## config.mk

```make
export PLATFORM = sky130hd
export DESIGN_NAME = ddr_bank_seq
export DESIGN_NICKNAME = d
export VERILOG_FILES = /design/src/rtl/ddr_seq_pkg.sv /design/src/rtl/ddr_gap_timer.sv /design/src/rtl/ddr_bank_table.sv /design/src/rtl/ddr_lat_window.sv /design/src/rtl/ddr_bank_seq.sv
export SDC_FILE = /design/constraint.sdc
export NUM_CORES = 1
export LEC_CHECK = 0
export BUFFER_PORTS_ARGS = -buffer_cell sky130_fd_sc_hd__buf_2
export CORE_MARGIN = 4
export CORE_UTILIZATION = 25
export DETAILED_ROUTE_END_ITERATION = 8
export HOLD_SLACK_MARGIN = 0.12
export MAX_ROUTING_LAYER = met4
export PLACE_DENSITY = 0.51
export REMOVE_ABC_BUFFERS = 1
export SETUP_SLACK_MARGIN = 0.02
export SYNTH_ARGS = -nofsm -noshare
export SYNTH_HDL_FRONTEND = slang
export SYNTH_HIERARCHICAL = 1
export SYNTH_SLANG_ARGS = --single-unit
```

## constraint.sdc

```tcl
create_clock -name clk -period 4.4 [get_ports clk]
set_input_delay 0.22 -clock clk [delete_from_list [all_inputs] [get_ports clk]]
set_output_delay 0.22 -clock clk [all_outputs]
set_load 0.02 [all_outputs]
```

## src/rtl/ddr_seq_pkg.sv

```systemverilog
package ddr_seq_pkg;
  timeunit 1ns;
  timeprecision 100ps;

  typedef enum logic [2:0] {
    CMD_NOP,
    CMD_ACT,
    CMD_RD,
    CMD_WR,
    CMD_PRE,
    CMD_PALL
  } cmd_e;

  typedef enum logic [1:0] {
    OP_RD   = 2'd0,
    OP_WR   = 2'd1,
    OP_PALL = 2'd2,
    OP_RSV  = 2'd3
  } op_e;

  // {ras_n, cas_n, we_n} for each command
  function automatic logic [2:0] cmd_pins(cmd_e c);
    case (c)
      CMD_ACT:  return 3'b011;
      CMD_RD:   return 3'b101;
      CMD_WR:   return 3'b100;
      CMD_PRE:  return 3'b010;
      CMD_PALL: return 3'b010;
      default:  return 3'b111;
    endcase
  endfunction
endpackage

```

## src/rtl/ddr_gap_timer.sv

```systemverilog
module ddr_gap_timer #(
  parameter int W = 4
) (
  input  logic         clk,
  input  logic         rst_n,
  input  logic         load,
  input  logic [W-1:0] val,
  output logic         ok
);
  timeunit 1ns;
  timeprecision 100ps;

  logic [W-1:0] cnt_q;

  always_ff @(posedge clk) begin
    if (!rst_n)              cnt_q <= '0;
    else if (load)           cnt_q <= val;
    else if (cnt_q != '0)    cnt_q <= cnt_q - 1'b1;
  end

  assign ok = (cnt_q == '0);
endmodule

```

## src/rtl/ddr_bank_table.sv

```systemverilog
module ddr_bank_table #(
  parameter int NB = 8,
  parameter int RW = 13,
  localparam int BW = $clog2(NB)
) (
  input  logic                   clk,
  input  logic                   rst_n,
  input  logic                   act_en,
  input  logic                   pre_en,
  input  logic                   pall_en,
  input  logic [BW-1:0]          sel,
  input  logic [RW-1:0]          row_in,
  output logic [NB-1:0]          open_vec,
  output logic [NB-1:0][RW-1:0]  rows
);
  timeunit 1ns;
  timeprecision 100ps;

  for (genvar b = 0; b < NB; b++) begin : g_bank
    logic          open_q;
    logic [RW-1:0] row_q;
    wire           mine = (sel == BW'(b));

    always_ff @(posedge clk) begin
      if (!rst_n) begin
        open_q <= 1'b0;
        row_q  <= '0;
      end else if (pall_en || (pre_en && mine)) begin
        open_q <= 1'b0;
      end else if (act_en && mine) begin
        open_q <= 1'b1;
        row_q  <= row_in;
      end
    end

    assign open_vec[b] = open_q;
    assign rows[b]     = row_q;
  end
endmodule

```

## src/rtl/ddr_lat_window.sv

```systemverilog
module ddr_lat_window #(
  parameter int DEPTH = 9,
  parameter int LW    = 3,
  parameter int SPAN  = 4
) (
  input  logic          clk,
  input  logic          rst_n,
  input  logic          fire,
  input  logic [LW-1:0] lat,
  output logic          win
);
  timeunit 1ns;
  timeprecision 100ps;

  // pipe[k] set: a command went out k clocks ago
  logic [DEPTH-1:0] pipe;

  always_ff @(posedge clk) begin
    if (!rst_n) pipe <= '0;
    else        pipe <= {pipe[DEPTH-2:0], fire};
  end

  always_comb begin
    win = 1'b0;
    for (int k = 0; k < DEPTH; k++) begin
      if (pipe[k] && (k >= int'(lat)) && (k < int'(lat) + SPAN)) win = 1'b1;
    end
  end
endmodule

```

## src/rtl/ddr_bank_seq.sv

```systemverilog
module ddr_bank_seq
  import ddr_seq_pkg::*;
#(
  parameter int NB    = 8,
  parameter int RW    = 13,
  parameter int CW    = 10,
  parameter int TW    = 4,
  parameter int BL    = 8,
  parameter int MAXCL = 5,
  localparam int BW     = $clog2(NB),
  localparam int AP_BIT = 10,
  localparam int BCLK   = BL / 2,
  localparam int DEPTH  = MAXCL + BCLK
) (
  input  logic          clk,
  input  logic          rst_n,
  input  logic [TW-1:0] cfg_trcd,
  input  logic [TW-1:0] cfg_trp,
  input  logic [TW-1:0] cfg_trrd,
  input  logic [2:0]    cfg_cl,
  input  logic          req_valid,
  output logic          req_ready,
  input  logic [1:0]    req_op,
  input  logic [BW-1:0] req_bank,
  input  logic [RW-1:0] req_row,
  input  logic [CW-1:0] req_col,
  output logic          mem_ras_n,
  output logic          mem_cas_n,
  output logic          mem_we_n,
  output logic [BW-1:0] mem_ba,
  output logic [RW-1:0] mem_addr,
  output logic          rd_win,
  output logic          wr_win
);
  timeunit 1ns;
  timeprecision 100ps;

  localparam logic [TW-1:0] CCD_LOAD = TW'(BCLK - 1);

  // held request
  logic          busy_q;
  op_e           h_op;
  logic [BW-1:0] h_bank;
  logic [RW-1:0] h_row;
  logic [CW-1:0] h_col;

  wire accept = req_valid && !busy_q;
  assign req_ready = !busy_q;

  // bank state and timers
  logic [NB-1:0]         open_vec;
  logic [NB-1:0][RW-1:0] rows;
  logic [NB-1:0]         trcd_ok, trp_ok;
  logic                  rrd_ok, ccd_ok;

  cmd_e nxt;
  logic done;
  wire  hit = open_vec[h_bank] && (rows[h_bank] == h_row);

  always_comb begin
    nxt  = CMD_NOP;
    done = 1'b0;
    if (busy_q) begin
      if (h_op == OP_PALL) begin
        nxt  = CMD_PALL;
        done = 1'b1;
      end else if (hit) begin
        if (trcd_ok[h_bank] && ccd_ok) begin
          nxt  = (h_op == OP_WR) ? CMD_WR : CMD_RD;
          done = 1'b1;
        end
      end else if (open_vec[h_bank]) begin
        nxt = CMD_PRE;
      end else if (trp_ok[h_bank] && rrd_ok) begin
        nxt = CMD_ACT;
      end
    end
  end

  always_ff @(posedge clk) begin
    if (!rst_n) begin
      busy_q <= 1'b0;
      h_op   <= OP_RD;
      h_bank <= '0;
      h_row  <= '0;
      h_col  <= '0;
    end else if (accept) begin
      busy_q <= 1'b1;
      h_op   <= op_e'(req_op);
      h_bank <= req_bank;
      h_row  <= req_row;
      h_col  <= req_col;
    end else if (done) begin
      busy_q <= 1'b0;
    end
  end

  // command output register
  cmd_e          cmd_q;
  logic [BW-1:0] ba_q;
  logic [RW-1:0] addr_q;
  logic [RW-1:0] col_addr;

  always_comb begin
    col_addr           = '0;
    col_addr[CW-1:0]   = h_col;
  end

  always_ff @(posedge clk) begin
    if (!rst_n) begin
      cmd_q  <= CMD_NOP;
      ba_q   <= '0;
      addr_q <= '0;
    end else begin
      cmd_q <= nxt;
      case (nxt)
        CMD_ACT: begin
          ba_q   <= h_bank;
          addr_q <= h_row;
        end
        CMD_RD, CMD_WR: begin
          ba_q   <= h_bank;
          addr_q <= col_addr;
        end
        CMD_PRE: begin
          ba_q   <= h_bank;
          addr_q <= '0;
        end
        CMD_PALL: begin
          ba_q   <= '0;
          addr_q <= RW'(1) << AP_BIT;
        end
        default: begin
          ba_q   <= '0;
          addr_q <= '0;
        end
      endcase
    end
  end

  assign {mem_ras_n, mem_cas_n, mem_we_n} = cmd_pins(cmd_q);
  assign mem_ba   = ba_q;
  assign mem_addr = addr_q;

  // open-row table
  ddr_bank_table #(.NB(NB), .RW(RW)) u_table (
    .clk      (clk),
    .rst_n    (rst_n),
    .act_en   (nxt == CMD_ACT),
    .pre_en   (nxt == CMD_PRE),
    .pall_en  (nxt == CMD_PALL),
    .sel      (h_bank),
    .row_in   (h_row),
    .open_vec (open_vec),
    .rows     (rows)
  );

  // spacing timers: load value = gap - 1
  wire [TW-1:0] trcd_load = (cfg_trcd == '0) ? '0 : cfg_trcd - 1'b1;
  wire [TW-1:0] trp_load  = (cfg_trp  == '0) ? '0 : cfg_trp  - 1'b1;

  for (genvar b = 0; b < NB; b++) begin : g_tmr
    wire sel_b = (h_bank == BW'(b));

    ddr_gap_timer #(.W(TW)) u_trcd (
      .clk   (clk),
      .rst_n (rst_n),
      .load  ((nxt == CMD_ACT) && sel_b),
      .val   (trcd_load),
      .ok    (trcd_ok[b])
    );

    ddr_gap_timer #(.W(TW)) u_trp (
      .clk   (clk),
      .rst_n (rst_n),
      .load  (((nxt == CMD_PRE) && sel_b) || (nxt == CMD_PALL)),
      .val   (trp_load),
      .ok    (trp_ok[b])
    );
  end

  ddr_gap_timer #(.W(TW)) u_rrd (
    .clk   (clk),
    .rst_n (rst_n),
    .load  (nxt == CMD_ACT),
    .val   (cfg_trrd),
    .ok    (rrd_ok)
  );

  ddr_gap_timer #(.W(TW)) u_ccd (
    .clk   (clk),
    .rst_n (rst_n),
    .load  ((nxt == CMD_RD) || (nxt == CMD_WR)),
    .val   (CCD_LOAD),
    .ok    (ccd_ok)
  );

  // data windows
  ddr_lat_window #(.DEPTH(DEPTH), .LW(3), .SPAN(BCLK)) u_rdwin (
    .clk   (clk),
    .rst_n (rst_n),
    .fire  (nxt == CMD_RD),
    .lat   (cfg_cl),
    .win   (rd_win)
  );

  ddr_lat_window #(.DEPTH(DEPTH), .LW(3), .SPAN(BCLK)) u_wrwin (
    .clk   (clk),
    .rst_n (rst_n),
    .fire  (nxt == CMD_WR),
    .lat   (cfg_cl - 3'd1),
    .win   (wr_win)
  );
endmodule

```

==> results.toml <==
[critical_path]
slowest_stage = "dfxtp_2"
cp.arrival_ps = 4430
start_kind = "register"
crit_path_max_incr_delay_ps = 700
crit_top_cell = "mux2i_1"
critPathRequiredTime_ps = 4830
path_class = "reg -> reg"
cp_cell_sequence = "buf_4, mux4_2, mux2i_1, xor2_1, nand4_1, nor4_4, nor3_1, nor4b_4, nand2_2, mux2i_1"
cp_max_fo = 22
crit_path_end_kind = "register"

[timing]
setup_violations = 0
fin_worst_skew_ps = 16.63
min_period_ps = 4003
fmax_mhz = 249.8
slew_headroom_pct = 41.78
setup_slack_ps = 396.7
finalHoldViolations = 0
maxSlewViolCount = 0
worstMarginPinSlew_ps = 870.1
holdWs_ps = 168.7
post-route-period-util_pct = 90.98
rsz0062_at_grt = "no"

[synth]
synth.distinct_cells = 77
synth-edff-count = 0
ys_seq_area_share_pct = 40.43
synthTopCellsByArea = "dfxtp_1 40%, mux2i_1 12%, nand2_1 6.4%, xnor2_1 2.8%, mux4_2 2.7%"
synth_top_area_cell = "dfxtp_1"
synth_seq_cells = 250
synth_flop_cell = "dfxtp_1"
syn_area_sq_um = 12380
synthCells = 1268
syn_avg_cell_area_sq_um = 9.762
async_flop_share_pct = 0
yosysWarnings = 6
synth_top_area_share_pct = 40.43

[floorplan]
die_area_sq_um = 53140
core-area_sq_um = 48950
dieWidth_microns = 230.5
pin_count = 68
die_h_microns = 230.5
initial_core_util_pct = 25.29
num_rows = 81

[place]
dp_worst_setup_slack_ps = 373.1
dpl_cell_area_sq_um = 13380
dpl.hpwl_mm = 20.80
place.gp.congestion = 0.7755
port_buffers = 67

[global_route]
grt_usage_pct = 11.83
antenna_found_initial = 1
grt_max_degree = 94
grt_pass1_vias = 9505
grt_pass1_wl_mm = 50.83
overflow = 0

[detailed_routing]
wl_per_cell_microns = 15.22
routed_wl_mm = 31.19
initialDrtViolationCount = 391
drt-vias-per-instance = 4.513
drc_errors = 0
final_antenna_net_count = 0
firstDrtPassIters = 5
vias = 9252

[power]
p_seq_share_pct = 37.1
p_total_mw = 7.603
pwr-share-comb_pct = 29.1
ir_worst_vdd_v = 0.0003233
switchingPower_mw = 2.288
p_per_area_nw_per_um2 = 516.2
p_leak_nw = 5.970
netSwitchingFraction_pct = 30.09
clkPwrFrac_pct = 33.9
internal_power_mw = 5.315

[cells_and_area]
final_nets = 1429
fill_cells = 5043
layout_common_cells = "247 x dfxtp_1, 211 x nand2_1, 144 x mux2i_1, 66 x buf_2, 58 x nand3_1"
final_layout_size_suffix_gt1_share_pct = 18.34
area_growth_pct = 18.98
multi_input_comb_area_sq_um = 6799
fin_area_sq_um = 14730
register_area_sq_um = 5009
layout_commonest_cell = "dfxtp_1"
final_core_util_pct = 30.09

[worst_hold_path]
hp-class = "in -> reg"

[cts]
cts_buffers = 29
post-cts-setup-buffers = 0
clk_latency_ps = 570
cts-resized-gates = 0
cts-root-buf = "clkbuf_16"
clock-sinks = 250
cts_hold_buf = 32
htree_levels = 1
clock_path_buffers = 3
cts_tree = "built"
cts.clk_slew.worst_paths_ps = 60

[flow_run]
max-cap-violations = 0

[status]
status = "complete, no violations"
cells in the mapped netlist, types with 4 or more instances:
library cell    n
dfxtp_1       250
nand2_1       211
mux2i_1       144
nand3_1        58
inv_1          50
nand2b_1       50
xnor2_1        39
a21boi_0       31
mux2_2         28
and2_1         27
clkbuf_1       21
nor2_1         20
ha_1           19
o31ai_1        19
nor3_2         18
nor3b_4        18
o211a_1        18
o21ai_1        18
o21ai_2        18
a21oi_1        16
buf_4          16
mux4_2         15
nor3_1         12
a22o_1         10
buf_2          10
nor2b_1        10
o21ai_0        10
buf_6           8
o22ai_1         8
and3_1          7
nand2_2         7
xor2_1          7
a211oi_1        5
a311oi_1        4
a31oi_1         4
per-layer routing:
layer / GRT usage [%] / vias up / part of all wire (%)
met3: 2.233 / 57 / 4.0
met4: 2.741 / 0 / 2.4
met2: 19.22 / 148 / 45
li1: - / 4629 / -
met5: - / - / 0
met1: 15.35 / 4418 / 48
kinds of logic after synthesis:
| kind of cell | share of synthesized area [%] |
|---|---|
| other | 0.06067 |
| DFF | 40.43 |
| adders and majority gates | 1.921 |
| xor gates and xnor gates | 3.255 |
| AOI/OAI and AO/OA | 11.73 |
| buffers and inverters | 4.721 |
| and+or+nand+nor | 20.69 |
| muxes | 17.19 |
layout make-up:
| type | instances | area share (%) |
|---|---|---|
| Inverter | 50 | 1.274 |
| Clock buffer | 42 | 5.666 |
| Clock inverter | 10 | 1.291 |
| Tap cell | 664 | 5.641 |
| Multi-Input combinational cell | 909 | 46.16 |
| Sequential cell | 250 | 34.01 |
| Timing Repair Buffer | 124 | 5.938 |
| Antenna cell | 1 | 0.01699 |
critical path: cells and delay by family, from the launching register on:
family | cells | cell delay, ps
AND/OR/NAND/NOR | 5 | 1710
multiplexers | 3 | 920
flip-flops | 1 | 700
buffers and inverters | 1 | 260
XOR/XNOR | 1 | 260
power groups by stage:
stage | registers (mW) | logic (mW) | clock network [mW]
final | 2.82 | 2.21 | 2.58
after global routing | 2.85 | 2.45 | 2.74
after CTS | 2.82 | 2.23 | 2.66
after detailed placement | 2.87 | 2.20 | 0
after global placement | 2.86 | 2.15 | 0
after floorplan | 2.83 | 1.75 | 0
through the flow:
stage          std cells  TNS [ps]
6_report            2050         0
5_1_grt             2050         0
4_1_cts             2049         0
3_5_place_dp        1965         0
3_3_place_gp        1965         0
2_1_floorplan       1209     -7794
sequential cells by signal (all words and copies together) (netlist names):
| register | cells |
|---|---|
| busy_q | 1 |
| cmd_q | 3 |
| g_tmr.u_trcd/cnt_q | 32 |
| g_tmr.u_trp/cnt_q | 32 |
| h_bank | 3 |
| h_col | 10 |
| h_op | 2 |
| h_row | 13 |
| mem_addr | 13 |
| mem_ba | 3 |
| u_ccd/cnt_q | 4 |
| u_rdwin/pipe | 9 |
| u_rrd/cnt_q | 4 |
| u_table/g_bank.open_q | 8 |
| u_table/g_bank.row_q | 104 |
| u_wrwin/pipe | 9 |
path summary, 6_finish.rpt:
path	start	to	slack, ps	depth (start not counted)
worst min register to register	u_table/g_bank[7].row_q[12]	u_table/g_bank[7].row_q[12]	450	2
worst min-delay path	rst_n	h_row[5]	170	2
worst max-delay path	h_bank[1]	u_table/g_bank[2].row_q[3]	400	10
worst max register to register	h_bank[1]	u_table/g_bank[2].row_q[3]	400	10
(Power assumes the default switching activity.)
